<file path="src/rtl/priv_reg_bank.sv">
module priv_reg_bank #(
  parameter int SEL_W = 5,
  parameter logic [63:0] CPU_ID = 64'h3
) (
  input  logic             clk,
  input  logic             rst_n,
  input  logic             req_valid,
  input  logic             req_write,
  input  logic [SEL_W-1:0] req_sel,
  input  logic [63:0]      req_wdata,
  input  logic             feat_asn,
  input  logic             feat_bound,
  input  logic             priv_mode,
  input  logic [7:0]       ctx_asn,
  input  logic [47:0]      ctx_pcbb,
  input  logic [63:0]      ctx_ptbr,
  input  logic [2:0]       mchk_event,
  output logic             rsp_valid,
  output logic [63:0]      rsp_rdata,
  output logic [63:0]      rsp_old,
  output logic             rsp_old_valid,
  output logic             rsp_err,
  output logic             flush_all,
  output logic             flush_one,
  output logic [63:0]      flush_addr
);
  localparam logic [SEL_W-1:0] N_ASN    = SEL_W'(0);
  localparam logic [SEL_W-1:0] N_TRAPEN = SEL_W'(1);
  localparam logic [SEL_W-1:0] N_TRAPSM = SEL_W'(2);
  localparam logic [SEL_W-1:0] N_FPEN   = SEL_W'(3);
  localparam logic [SEL_W-1:0] N_IPI    = SEL_W'(4);
  localparam logic [SEL_W-1:0] N_PRIO   = SEL_W'(5);
  localparam logic [SEL_W-1:0] N_KSTK   = SEL_W'(6);
  localparam logic [SEL_W-1:0] N_MCHK   = SEL_W'(7);
  localparam logic [SEL_W-1:0] N_CTXB   = SEL_W'(8);
  localparam logic [SEL_W-1:0] N_CPUB   = SEL_W'(9);
  localparam logic [SEL_W-1:0] N_PTB    = SEL_W'(10);
  localparam logic [SEL_W-1:0] N_SCB    = SEL_W'(11);
  localparam logic [SEL_W-1:0] N_SWREQ  = SEL_W'(12);
  localparam logic [SEL_W-1:0] N_SWSUM  = SEL_W'(13);
  localparam logic [SEL_W-1:0] N_SSTK   = SEL_W'(14);
  localparam logic [SEL_W-1:0] N_SYSPT  = SEL_W'(15);
  localparam logic [SEL_W-1:0] N_INVA   = SEL_W'(16);
  localparam logic [SEL_W-1:0] N_INVAP  = SEL_W'(17);
  localparam logic [SEL_W-1:0] N_INV1   = SEL_W'(18);
  localparam logic [SEL_W-1:0] N_INV1D  = SEL_W'(19);
  localparam logic [SEL_W-1:0] N_INV1I  = SEL_W'(20);
  localparam logic [SEL_W-1:0] N_USTK   = SEL_W'(21);
  localparam logic [SEL_W-1:0] N_VBND   = SEL_W'(22);
  localparam logic [SEL_W-1:0] N_VPTB   = SEL_W'(23);
  localparam logic [SEL_W-1:0] N_CPUID  = SEL_W'(24);
  localparam logic [SEL_W-1:0] N_ESTK   = SEL_W'(25);
  localparam logic [SEL_W-1:0] N_PERF   = SEL_W'(26);

  logic [3:0]  trap_en_q, trap_sm_q;
  logic        fpen_q;
  logic [4:0]  prio_q, mchk_q;
  logic [31:0] scb_q;
  logic [15:0] swsum_q;
  logic [63:0] kstk_q, cpub_q, sstk_q, ustk_q, estk_q, syspt_q, vbnd_q, vptb_q;

  logic        wr, rd, bad, has_old, inv_all, inv_one, unknown;
  logic [63:0] rval, oval;

  assign wr = req_valid & req_write;
  assign rd = req_valid & ~req_write;

  function automatic logic [3:0] trap_next(input logic [3:0] old, input logic [63:0] v);
    return (old & v[3:0]) | v[7:4];
  endfunction

  always_comb begin
    bad     = 1'b0;
    has_old = 1'b0;
    inv_all = 1'b0;
    inv_one = 1'b0;
    unknown = 1'b0;
    rval    = '0;
    oval    = '0;
    case (req_sel)
      N_ASN:    begin bad = req_write; rval = feat_asn ? {56'd0, ctx_asn} : '0; end
      N_TRAPEN: begin rval = {{60{trap_en_q[3]}}, trap_en_q}; oval = rval; has_old = 1'b1; end
      N_TRAPSM: begin rval = {{60{trap_sm_q[3]}}, trap_sm_q}; oval = rval; has_old = 1'b1; end
      N_FPEN:   rval = {64{fpen_q}};
      N_IPI:    bad = ~req_write;
      N_PRIO:   begin rval = {{59{prio_q[4]}}, prio_q}; oval = rval; has_old = 1'b1; end
      N_KSTK:   begin bad = ~priv_mode; rval = kstk_q; end
      N_MCHK:   rval = {{59{mchk_q[4]}}, mchk_q};
      N_CTXB:   begin bad = req_write; rval = {{16{ctx_pcbb[47]}}, ctx_pcbb}; end
      N_CPUB:   rval = cpub_q;
      N_PTB:    begin bad = req_write; rval = ctx_ptbr; end
      N_SCB:    rval = {{32{scb_q[31]}}, scb_q};
      N_SWREQ:  bad = ~req_write;
      N_SWSUM:  begin bad = req_write; rval = {{48{swsum_q[15]}}, swsum_q}; end
      N_SSTK:   rval = sstk_q;
      N_SYSPT:  begin bad = ~feat_bound; rval = syspt_q; end
      N_INVA,
      N_INVAP:  begin bad = ~req_write; inv_all = 1'b1; end
      N_INV1,
      N_INV1D,
      N_INV1I:  begin bad = ~req_write; inv_one = 1'b1; end
      N_USTK:   rval = ustk_q;
      N_VBND:   begin bad = ~feat_bound; rval = vbnd_q; end
      N_VPTB:   rval = vptb_q;
      N_CPUID:  begin bad = req_write; rval = CPU_ID; end
      N_ESTK:   rval = estk_q;
      N_PERF:   has_old = 1'b1;
      default:  begin bad = 1'b1; unknown = 1'b1; end
    endcase
  end

  logic ok_wr;
  assign ok_wr = wr & ~bad;

  always_ff @(posedge clk or negedge rst_n) begin
    if (!rst_n) begin
      rsp_valid     <= 1'b0;
      rsp_rdata     <= '0;
      rsp_old       <= '0;
      rsp_old_valid <= 1'b0;
      rsp_err       <= 1'b0;
      flush_all     <= 1'b0;
      flush_one     <= 1'b0;
      flush_addr    <= '0;
    end else begin
      rsp_valid     <= req_valid;
      rsp_err       <= req_valid & bad;
      rsp_rdata     <= (rd & ~bad) ? rval : '0;
      rsp_old       <= (ok_wr & has_old) ? oval : '0;
      rsp_old_valid <= ok_wr & has_old;
      flush_all     <= ok_wr & inv_all;
      flush_one     <= ok_wr & inv_one;
      flush_addr    <= (ok_wr & inv_one) ? req_wdata : '0;
    end
  end

  always_ff @(posedge clk or negedge rst_n) begin
    if (!rst_n) begin
      trap_en_q <= '0;
      trap_sm_q <= '0;
      fpen_q    <= 1'b0;
      prio_q    <= '0;
      mchk_q    <= '0;
      scb_q     <= '0;
      swsum_q   <= '0;
      kstk_q    <= '0;
      cpub_q    <= '0;
      sstk_q    <= '0;
      ustk_q    <= '0;
      estk_q    <= '0;
      syspt_q   <= '0;
      vbnd_q    <= '0;
      vptb_q    <= '0;
    end else begin
      if (ok_wr) begin
        case (req_sel)
          N_TRAPEN: trap_en_q <= trap_next(trap_en_q, req_wdata);
          N_TRAPSM: trap_sm_q <= trap_next(trap_sm_q, req_wdata);
          N_FPEN:   fpen_q    <= req_wdata[0];
          N_PRIO:   prio_q    <= req_wdata[4:0];
          N_KSTK:   kstk_q    <= req_wdata;
          N_CPUB:   cpub_q    <= req_wdata;
          N_SCB:    scb_q     <= req_wdata[31:0];
          N_SWREQ:  if (req_wdata[3:0] != 4'd0) swsum_q[req_wdata[3:0]] <= 1'b1;
          N_SSTK:   sstk_q    <= req_wdata;
          N_SYSPT:  syspt_q   <= req_wdata;
          N_USTK:   ustk_q    <= req_wdata;
          N_VBND:   vbnd_q    <= req_wdata;
          N_VPTB:   vptb_q    <= req_wdata;
          N_ESTK:   estk_q    <= req_wdata;
          default:  ;
        endcase
      end
      if (ok_wr && req_sel == N_MCHK)
        mchk_q <= {req_wdata[4:3], (mchk_q[2:0] & ~req_wdata[2:0]) | mchk_event};
      else
        mchk_q <= {mchk_q[4:3], mchk_q[2:0] | mchk_event};
    end
  end

  AST_RSP_NEXT: assert property (@(posedge clk) disable iff (!rst_n) req_valid |=> rsp_valid);
  AST_FLUSH_EXCL: assert property (@(posedge clk) disable iff (!rst_n) !(flush_all && flush_one));
  AST_FLUSH_LEGAL: assert property (@(posedge clk) disable iff (!rst_n) (flush_all || flush_one) |-> (rsp_valid && !rsp_err));
  AST_ERR_QUIET: assert property (@(posedge clk) disable iff (!rst_n) rsp_err |-> (rsp_rdata == 64'd0 && !rsp_old_valid && !flush_all && !flush_one));
  AST_PRIO_HOLD: assert property (@(posedge clk) disable iff (!rst_n) !(wr && req_sel == N_PRIO) |=> $stable(prio_q));
  AST_MCHK_EVENT_WINS: assert property (@(posedge clk) disable iff (!rst_n) (mchk_event != 3'd0) |=> ((mchk_q[2:0] & $past(mchk_event)) == $past(mchk_event)));
  AST_UNKNOWN_INERT: assert property (@(posedge clk) disable iff (!rst_n) (req_valid && unknown) |=> ($stable(trap_en_q) && $stable(prio_q) && $stable(swsum_q) && $stable(vptb_q)));
endmodule

</file>
<file path="config.mk">
export PLATFORM = sky130hd
export DESIGN_NAME = priv_reg_bank
export DESIGN_NICKNAME = d
export VERILOG_FILES = /design/src/rtl/priv_reg_bank.sv
export SDC_FILE = /design/constraint.sdc
export NUM_CORES = 1
export LEC_CHECK = 0
export BUFFER_PORTS_ARGS = -buffer_cell sky130_fd_sc_hd__buf_2
export CAP_MARGIN = 20
export CORE_MARGIN = 4
export CORE_UTILIZATION = 34
export DETAILED_ROUTE_END_ITERATION = 8
export PLACE_DENSITY = 0.64
export SYNTH_ARGS = -nofsm -noshare
export SYNTH_HDL_FRONTEND = slang
export SYNTH_SLANG_ARGS = --single-unit
</file>
<file path="constraint.sdc">
create_clock -name clk -period 2.1 [get_ports clk]
set_input_delay 0 -clock clk [delete_from_list [all_inputs] [get_ports clk]]
set_output_delay 0 -clock clk [all_outputs]
set_load 0.02 [all_outputs]
</file>
==> results of run 1 <==
-- layout by cell type (no fill, tap or decap), types with 69 or more instances in the layout --
cell type and n:
and2_1 69, buf_12 70, a22oi_1 188, mux2_2 489, clkbuf_16 82, buf_2 393
a22o_1 72, dfrtp_1 717, dlygate4sd3_1 179, and3_1 75, buf_4 151
-- worst min-delay path by stage --
stage / startpoint / endpoint / slack, ns / cells after the start
after floorplan: rst_n / cpub_q[0]$_DFFE_PN0P_ / -0.30 / 0
after global placement: rst_n / flush_addr[6]$_DFF_PN0_ / -0.08 / 1
after detailed placement: rst_n / flush_addr[6]$_DFF_PN0_ / -0.07 / 1
after CTS: req_sel[2] / rsp_old[62]$_DFF_PN0_ / 0.003 / 5
after global routing: ctx_ptbr[48] / rsp_rdata[48]$_DFF_PN0_ / 0.02 / 4
final: ctx_ptbr[48] / rsp_rdata[48]$_DFF_PN0_ / 0.003 / 4
-- what timing repair did --
item | in CTS | in global routing
hold buffers | 180 | 0
setup buffers | 3 | 0
setup endpoints to repair | 3 | 10
gates resized for setup | 0 | 10
hold endpoints to repair | 1415 | 0
-- power breakdown --
part / switching [µW] / internal (µW) / total, µW
Clock: 5810 / 9110 / 14900
Sequential: 661 / 15100 / 15800
Combinational: 1500 / 1740 / 3250
-- per-stage QoR --
step                worst slack, ns  hold WS [ns]  power [µW]  util (%)  setup TNS (ns)
finish                       0.0577       0.00271       33900      44.8               0
detailed placement           -0.194       -0.0708       19000      39.6          -30.84
global placement             -0.178       -0.0771       18900      39.6          -22.75
global route                 0.0147        0.0219       35300      44.8               0
CTS                         0.00808       0.00288       34300      44.8               0
floorplan                     0.127        -0.296       17500         -               0
-- layer usage --
layer / GRT usage (%) / up-vias / part of all wire [%]
li1: - / 9649 / -
met1: 28.5 / 11657 / 43
met2: 35.1 / 816 / 48
met3: 3.89 / 175 / 6.6
met4: 6.80 / 0 / 3.1
met5: 0 / - / 0
-- worst min-delay path: stages --
cell     delay, ns
buf_2         0.11
a22oi_1       0.08
and3_1        0.17
a31oi_1       0.21
-- layout make-up --
cell class / count / share of cell area [%]
antenna: 3 / 0.0186
clock buffer: 113 / 5.78
clock inverter: 28 / 1.12
inverter: 4 / 0.0371
multi-input combinational: 1285 / 29.4
sequential: 717 / 44.4
tap: 1176 / 3.64
timing repair buffer: 798 / 15.7
-- logic make-up after synthesis --
logic type,Yosys count,share of synthesized area (%)
compound gates,455,11.3
simple gates,266,5.30
mux,564,21.2
buf+inv,256,4.38
flops,717,57.8
==> qor.csv, run 1 <==
stage,metric,value,unit
outcome,status,"complete, no violations",
timing,period utilization,97.3,%
setup_path,Worst path top cell family by delay,buffers and inverters,
synthesis,biggest area consumer among synthesized cells,dfrtp_1,
setup_path,Setup crit start kind,primary input,
cells_and_area,Final nets,3085,
cts,Root Driver,clkbuf_16,
synthesis,Syn Nets,2457,
place,Placed Area,0.0358,mm²
timing,Least-Margin Pin Slew,0.953,ns
synthesis,prevailing post-synth register cell,dfrtp_1,
synthesis,post-synth top area share,57.8,%
setup_path,worst path cell trace,clkbuf_4 -> dlygate4sd3_1 -> nor3_2 -> buf_4 -> and3_2 -> buf_4 -> a222oi_1 -> dlygate4sd3_1 -> and4_1 -> a31oi_1,
setup_path,crit end category,register,
setup_path,CP Data Required Time,2.60,ns
timing,Worst slew margin,36.2,%
power_and_ir_drop,Cell Pwr Density,839,mW/mm²
cts,worst-case clock buffer depth,3,
synthesis,"count leader, synth",dfrtp_1,
global_routing,largest net degree at the start of global routing,107,
cells_and_area,post-route cell area,0.0405,mm²
setup_path,FF-to-FF path depth,8,
route,Post-Route WL,103000,µm
timing,Slew Limit Fails,0,
place,RePlAce Congestion,0.841,
place,dpl hpwl,67100,µm
global_routing,Total Routing Usage GR,21.3,%
power_and_ir_drop,Max IR drop VDD,502,µV
setup_path,Worst setup endpoint,rsp_rdata[4]$_DFF_PN0_,
timing,Achievable Freq,0.490,GHz
synthesis,YS warnings,0,
setup_path,CP Depth,10,
cts,CTS H-tree lvls,3,
route,first drt pass iteration count,6,
cells_and_area,register area,0.0179,mm²
setup_path,slowest cell delay on critical path,0.61,ns
cts,CTS tree,yes,
global_routing,first-pass GRT wire length,153000,µm
setup_path,crit-path max FO,11,
synthesis,ys async rst share,100,%
synthesis,Yosys reg bits,717,
power_and_ir_drop,Pleak,0.0195,µW
synthesis,"Seq/Total Area, Yosys",57.8,%
route,DRC viols,0,
synthesis,Mapped Avg Cell Area,13.7,µm²
setup_path,Worst R2R Setup Slack,0.10,ns
floorplanning,area of the core,0.0903,mm²
synthesis,"top cells by area, synth","dfrtp_1, mux2_2, a22oi_1, mux2_4, a22o_1",
setup_path,FF-to-FF End,rsp_rdata[57]$_DFF_PN0_,
setup_path,Crit Path Class,primary input to register,
cells_and_area,area of the multi-input gates,0.0119,mm²
setup_path,CP Buf/Inv Count,5,
place,I/O Buffers,395,
synthesis,cell area after synthesis,0.0310,mm²
cts,clk sink count,717,
floorplanning,# rows,110,
cts,CTS Buf Count,80,
timing,Tmin final,2.04,ns
global_routing,vias in the first global route,23400,
synthesis,Synth Instances,2258,
cts,Skew-Pair Late Insertion Delay,0.63,ns
route,vias per cell,5.41,
setup_path,Worst Setup SP,req_sel[3],
cells_and_area,filler instances,8177,
floorplanning,Die H,310,µm
synthesis,number of synthesized flops with an enable pin,0,
floorplanning,Initial Utilization,34.4,%
route,initial DRC count,1882,
synthesis,"top cells by count, synth","dfrtp_1, mux2_2, a22oi_1",
setup_path,"slowest stage cell, crit path",dlygate4sd3_1,
timing,"Setup violations, final",0,
timing,Final Hold Vio Count,0,
timing,unrepaired setup endpoints after global routing,false,
timing,Clock Skews,0.0196,ns
cells_and_area,Area Growth Syn to Fin,30.4,%
setup_path,r2r startpoint,fpen_q$_DFFE_PN0P_,
floorplanning,num ports,396,
worst_hold_path,Hold Path Class,primary input to register,
cts,"Reg clk slew, reported paths",0.06,ns
route,DR vias,22297,
setup_path,arrival time worst endpoint,2.54,ns
floorplanning,die width,310,µm
job,Max Cap Viol,0,
global_routing,initial antenna violation count,2,
floorplanning,Die Area,0.0962,mm²
synthesis,Netlist cell types,65,
route,post-route ant nets,0,
place,number of placed cells counting well taps,3797,
cells_and_area,share of cells above drive strength 1,45.2,%
route,drt wl/cell,25.0,µm
cells_and_area,Finished Layout Cells,4124,
global_routing,gr ovfl total,0,
Power figures use the tool's default switching activity.
==> run 2: changes to the inputs <==
==> constraint.sdc (replaced) <==
create_clock -name clk -period 2.3 [get_ports clk]
set_input_delay 0 -clock clk [delete_from_list [all_inputs] [get_ports clk]]
set_output_delay 0 -clock clk [all_outputs]
set_load 0.02 [all_outputs]
==> run 2 against run 1 <==
Net effect: final cell count down 1.6%; critical path depth down 2; global-route usage down 0.29 points; non-clock buffer count down 74; clock skew up 0.016 ns; count of clock-buffer cells in the layout up 12; register-to-register slack better by 0.12 ns; critical path type unchanged; largest power group unchanged.
==> qor.csv, run 2 (same netlist as run 1, synthesis figures left out) <==
stage,metric,value,unit
cells_and_area,Finished Layout Cells,4058,
timing,Slew Limit Fails,0,
timing,Final Hold Vio Count,0,
power_and_ir_drop,Max IR drop VDD,574,µV
cells_and_area,area of the multi-input gates,0.0119,mm²
cts,clk sink count,717,
cells_and_area,Finished Core Util,43.9,%
timing,total negative setup slack,0,ns
timing,Achievable Freq,0.459,GHz
global_routing,first-pass GRT wire length,152000,µm
setup_path,Setup crit start kind,primary input,
timing,"Setup violations, final",0,
cells_and_area,"commonest non-fill, non-tap cell in the layout",dfrtp_1,
outcome,status,"complete, no violations",
cells_and_area,post-route cell area,0.0396,mm²
cts,CTS H-tree lvls,3,
setup_path,CP Depth,8,
setup_path,crit-path max FO,12,
route,initial DRC count,2035,
worst_hold_path,Hold Path Depth,4,
floorplanning,die width,310,µm
global_routing,initial antenna violation count,5,
place,I/O Buffers,395,
route,first drt pass iteration count,5,
power_and_ir_drop,Cell Pwr Density,764,mW/mm²
setup_path,Crit Path Class,primary input to register,
power_and_ir_drop,Pleak,0.0190,µW
timing,Clock Skews,0.0358,ns
power_and_ir_drop,sequential share of power,47.6,%
timing,Tmin final,2.18,ns
setup_path,crit end category,register,
timing,Least-Margin Pin Slew,0.967,ns
setup_path,CP Buf/Inv Count,3,
route,Post-Route WL,102000,µm
cts,worst-case clock buffer depth,3,
global_routing,vias in the first global route,23047,
floorplanning,Die H,310,µm
global_routing,largest net degree at the start of global routing,91,
power_and_ir_drop,clock share of power,42.9,%
route,DR vias,22259,
place,Placed Area,0.0351,mm²
global_routing,gr ovfl total,0,
route,vias per cell,5.49,
cts,Skew-Pair Late Insertion Delay,0.65,ns
power_and_ir_drop,Int Pwr,22900,µW
floorplanning,Die Area,0.0962,mm²
cts,CTS Buf Count,82,
setup_path,arrival time worst endpoint,2.75,ns
cells_and_area,most frequent cells in the layout,"dfrtp_1, mux2_2, buf_2",
cts,Root Driver,clkbuf_16,
timing,Worst slew margin,35.3,%
setup_path,Crit path top cell by count,dlygate4sd3_1,
place,dpl hpwl,65300,µm
setup_path,worst path cell trace,buf_2 -> dlygate4sd3_1 -> nor2_1 -> a32oi_1 -> o211ai_4 -> or3b_4 -> a41oi_1 -> dlygate4sd3_1,
timing,period utilization,94.6,%
cells_and_area,Final nets,3013,
floorplanning,area of the core,0.0903,mm²
setup_path,CP Data Required Time,2.87,ns
setup_path,Worst path top cell family by delay,buffers and inverters,
floorplanning,Initial Utilization,34.4,%
timing,unrepaired setup endpoints after global routing,false,
floorplanning,num ports,396,
cells_and_area,share of cells above drive strength 1,43.6,%
setup_path,"slowest stage cell, crit path",dlygate4sd3_1,
route,drt wl/cell,25.1,µm
cells_and_area,Area Growth Syn to Fin,27.7,%
place,number of placed cells counting well taps,3727,
route,DRC viols,0,
power_and_ir_drop,Net Sw Frac,24.4,%
power_and_ir_drop,Comb pwr share,9.5,%
floorplanning,# rows,110,
route,post-route ant nets,0,
setup_path,slowest cell delay on critical path,0.58,ns
cells_and_area,register area,0.0179,mm²
setup_path,FF-to-FF path depth,7,
job,Max Cap Viol,0,
cells_and_area,filler instances,8150,
place,RePlAce Congestion,0.875,
global_routing,Total Routing Usage GR,21.0,%
cts,"Reg clk slew, reported paths",0.06,ns
worst_hold_path,Hold Path Class,primary input to register,
cts,CTS tree,yes,
power_and_ir_drop,switching power,7390,µW
## run 2: cell types whose count changed in the layout (fill, tap and decap cells not counted), sizes merged
cell / previous run / this run
clkbuf: 114 / 125
clkinv: 13 / 18
dlygate4sd3: 179 / 178
diode: 3 / 2
clkinvlp: 3 / 4
buf: 618 / 546
bufinv: 11 / 2
## run 2: routing by layer
layer / share of wire, % / wire length [µm] / global-route usage [%] / up-vias
li1: - / - / - / 9513
met1: 44 / 44500 / 28.8 / 11753
met2: 47 / 48400 / 34.2 / 807
met3: 6.2 / 6360 / 3.83 / 182
met4: 2.6 / 2700 / 6.09 / 4
met5: 0.021 / 21 / 0 / -
## run 2: worst paths after layout
kind,from,endpoint,slack (ns)
worst max-delay path,req_sel[3],rsp_rdata[2]$_DFF_PN0_,0.12
worst min-delay path,ctx_ptbr[48],rsp_rdata[48]$_DFF_PN0_,0.02
worst max register to register,fpen_q$_DFFE_PN0P_,rsp_rdata[57]$_DFF_PN0_,0.22
worst min register to register,swsum_q[0]$_DFFE_PN0P_,swsum_q[0]$_DFFE_PN0P_,0.39
max in group asynchronous,rst_n,rsp_rdata[57]$_DFF_PN0_,1.54
min in group asynchronous,rst_n,kstk_q[27]$_DFFE_PN0P_,0.21
## run 2: per-stage QoR
step / hold WS (ns) / setup slack, ns / total power (µW)
after floorplan: -0.296 / 0.327 / 16000
after global placement: 0.0458 / -0.00176 / 17100
after detailed placement: 0.0428 / 0.00638 / 17300
after CTS: 0.00155 / 0.0563 / 30500
after global routing: 0.0407 / 0.0640 / 31500
final: 0.0219 / 0.123 / 30300
## run 2: cell type report
cell class / instances / share of cell area, %
flip-flops and latches: 717 / 45.3
multi-input cells: 1285 / 29.9
repair buffers: 724 / 14.2
clock buffers: 125 / 6.15
well taps: 1176 / 3.71
clock inverters: 25 / 0.625
inverters: 4 / 0.0379
diodes: 2 / 0.0126
## run 2: what timing repair did
action / in CTS / in global routing
setup endpoints to repair: 0 / 3
resized for setup: 0 / 3
endpoints found under the hold margin: 1417 / 0
hold buffers: 179 / 0
setup buffers: 0 / 0
## run 2: worst reg2reg max path, cell delays in order (launching register included)
cell	delay (ns)
dfrtp_1	0.40
mux2_2	0.26
nand3_1	0.07
and4_1	0.37
o211a_1	0.28
buf_4	0.29
a31oi_1	0.12
buf_4	0.16
## run 2: power by group through the flow
stage	registers (µW)	clock network [µW]	logic (µW)
6_report	14400	13000	2880
5_1_grt	14500	13800	3130
4_1_cts	14400	13300	2900
3_5_place_dp	14600	0	2660
3_3_place_gp	14600	0	2590
2_1_floorplan	14500	0	1510
==> run 3: changes to the inputs <==
--- a/config.mk
+++ b/config.mk
@@ -7,10 +7,12 @@
 export LEC_CHECK = 0
 export BUFFER_PORTS_ARGS = -buffer_cell sky130_fd_sc_hd__buf_2
 export CAP_MARGIN = 20
+export CELL_PAD_IN_SITES_DETAIL_PLACEMENT = 1
+export CELL_PAD_IN_SITES_GLOBAL_PLACEMENT = 1
 export CORE_MARGIN = 4
 export CORE_UTILIZATION = 34
 export DETAILED_ROUTE_END_ITERATION = 8
-export PLACE_DENSITY = 0.64
+export PLACE_DENSITY = 0.72
 export SYNTH_ARGS = -nofsm -noshare
 export SYNTH_HDL_FRONTEND = slang
 export SYNTH_SLANG_ARGS = --single-unit
==> constraint.sdc (replaced) <==
create_clock -name clk -period 2.3 [get_ports clk]
set_input_delay 0 -clock clk [delete_from_list [all_inputs] [get_ports clk]]
set_output_delay 0 -clock clk [all_outputs]
set_load 0.1 [all_outputs]
==> run 3 against run 2 <==
Net effect: first-iteration DRC count is 2.2% lower; fmax is 3.4% lower; combinational power is 11% higher; largest cell class unchanged; highest routed layer unchanged; critical path type unchanged.
==> qor.csv, run 3 (same netlist as run 1, synthesis figures left out) <==
stage,metric,value,unit
outcome,status,"complete, no violations",
setup_path,r2r startpoint,scb_q[17]$_DFFE_PN0P_,
route,initial DRC count,1990,
cts,Root Driver,clkbuf_16,
cts,CTS tree,yes,
cells_and_area,most frequent cells in the layout,"dfrtp_1, mux2_2, buf_2",
global_routing,gr ovfl total,0,
setup_path,arrival time worst endpoint,2.80,ns
timing,Slew Limit Fails,0,
route,DR vias,22857,
global_routing,first-pass GRT wire length,169000,µm
power_and_ir_drop,Tot Pwr,31200,µW
setup_path,Worst R2R Setup Slack,0.07,ns
timing,period utilization,98.0,%
global_routing,vias in the first global route,25417,
setup_path,Worst Setup SP,req_sel[3],
job,Max Cap Viol,0,
setup_path,"slowest stage cell, crit path",dlygate4sd3_1,
timing,Worst slew margin,21.6,%
floorplanning,num ports,396,
setup_path,Setup crit start kind,primary input,
timing,Tmin final,2.25,ns
worst_hold_path,Hold Path Class,primary input to register,
cells_and_area,Final nets,3033,
power_and_ir_drop,Max IR drop VDD,477,µV
timing,Final Hold Vio Count,0,
cells_and_area,"commonest non-fill, non-tap cell in the layout",dfrtp_1,
route,post-route ant nets,0,
cts,CTS Buf Count,82,
global_routing,largest net degree at the start of global routing,81,
cts,worst-case clock buffer depth,3,
setup_path,CP Data Required Time,2.85,ns
cts,CTS H-tree lvls,3,
setup_path,CP Depth,10,
global_routing,initial antenna violation count,7,
cts,clk sink count,717,
timing,unrepaired setup endpoints after global routing,false,
timing,Least-Margin Pin Slew,1.17,ns
route,DRC viols,0,
cts,"Reg clk slew, reported paths",0.06,ns
setup_path,Worst path top cell family by delay,buffers and inverters,
place,I/O Buffers,395,
route,vias per cell,5.60,
timing,"Setup violations, final",0,
route,first drt pass iteration count,5,
floorplanning,area of the core,0.0903,mm²
cells_and_area,Area Growth Syn to Fin,28.7,%
floorplanning,die width,310,µm
cells_and_area,share of cells above drive strength 1,44.2,%
setup_path,Crit path top cell by count,buf_4,
route,drt wl/cell,28.3,µm
place,dpl hpwl,72700,µm
setup_path,crit end category,register,
route,Post-Route WL,116000,µm
setup_path,crit-path max FO,22,
timing,Clock Skews,0.0313,ns
worst_hold_path,Hold Crit Start,req_sel[3],
floorplanning,# rows,110,
power_and_ir_drop,Pleak,0.0192,µW
floorplanning,Initial Utilization,34.4,%
worst_hold_path,Hold Path Depth,4,
power_and_ir_drop,Cell Pwr Density,783,mW/mm²
setup_path,CP Buf/Inv Count,5,
setup_path,Crit Path Class,primary input to register,
floorplanning,Die H,310,µm
setup_path,FF-to-FF path depth,5,
timing,Achievable Freq,0.444,GHz
floorplanning,Die Area,0.0962,mm²
global_routing,Total Routing Usage GR,23.6,%
setup_path,worst path cell trace,buf_2 -> or3b_1 -> buf_4 -> nor2_4 -> buf_4 -> buf_12 -> a22oi_1 -> and3_1 -> dlygate4sd3_1 -> a31oi_1,
cts,Skew-Pair Late Insertion Delay,0.66,ns
cells_and_area,filler instances,9264,
setup_path,slowest cell delay on critical path,0.58,ns
timing,Fin Hold WS,0.0622,ns
place,RePlAce Congestion,0.867,
[run 3: cell count changes in the layout (fill, tap and decap cells not counted), sizes merged]
cell / change
bufinv: +6
inv: +2
clkinvlp: -1
clkinv: +3
buf: +21
clkbuf: -12
diode: +2
dlygate4sd3: -1
[run 3: path summary, 6_finish.rpt]
| kind | to |
|---|---|
| max in group asynchronous | flush_one$_DFF_PN0_ |
| worst min-delay path | rsp_rdata[1]$_DFF_PN0_ |
| worst max register to register | rsp_rdata[17]$_DFF_PN0_ |
| min in group asynchronous | ustk_q[24]$_DFFE_PN0P_ |
| worst min register to register | swsum_q[0]$_DFFE_PN0P_ |
| worst max-delay path | rsp_rdata[45]$_DFF_PN0_ |
[run 3: stage by stage]
step	utilization, %	std cells	TNS, ns	setup WS [ns]	area [µm²]
floorplan	-	2258	0	0.0133	31000
global placement	39.1	3743	-0.366	-0.203	35300
detailed placement	39.1	3743	-1.27	-0.236	35300
CTS	44.2	4073	0	0.0492	39900
global route	44.2	4078	0	0.0171	39900
finish	44.2	4078	0	0.0463	39900
[run 3: power breakdown]
group	switching, µW	internal [µW]	total (µW)
logic	1670	1540	3210
clock network	5510	8040	13600
registers	677	13800	14500
total	7860	23400	31200
[run 3: routing by layer]
| layer | up-vias | GRT usage, % | share of wire, % |
|---|---|---|---|
| met3 | 216 | 4.19 | 5.8 |
| met5 | - | 0 | 0.011 |
| li1 | 9547 | - | - |
| met2 | 867 | 41.0 | 50 |
| met1 | 12225 | 29.3 | 40 |
| met4 | 2 | 9.20 | 3.6 |
[run 3: layout make-up]
| cell class | instances | area, µm² | area share, % |
|---|---|---|---|
| clock inverters | 35 | 457 | 1.14 |
| multi-input cells | 1285 | 11900 | 29.7 |
| diodes | 4 | 10.0 | 0.0251 |
| flip-flops and latches | 717 | 17900 | 44.9 |
| clock buffers | 113 | 2330 | 5.84 |
| inverters | 4 | 15.0 | 0.0376 |
| repair buffers | 744 | 5840 | 14.6 |
| well taps | 1176 | 1470 | 3.69 |
[run 3: repair_timing]
item,CTS,global route
gates resized for setup,0,3
setup buffers,4,0
hold buffers,178,0
endpoints found under the setup margin,4,6
hold endpoints to repair,1254,0
[run 3: worst reg2reg max path: stages, from the launching register on]
cell	delay [ns]
dfrtp_1	0.38
and3_1	0.14
a2111oi_0	0.68
and3_1	0.26
dlygate4sd3_1	0.56
a31oi_1	0.09
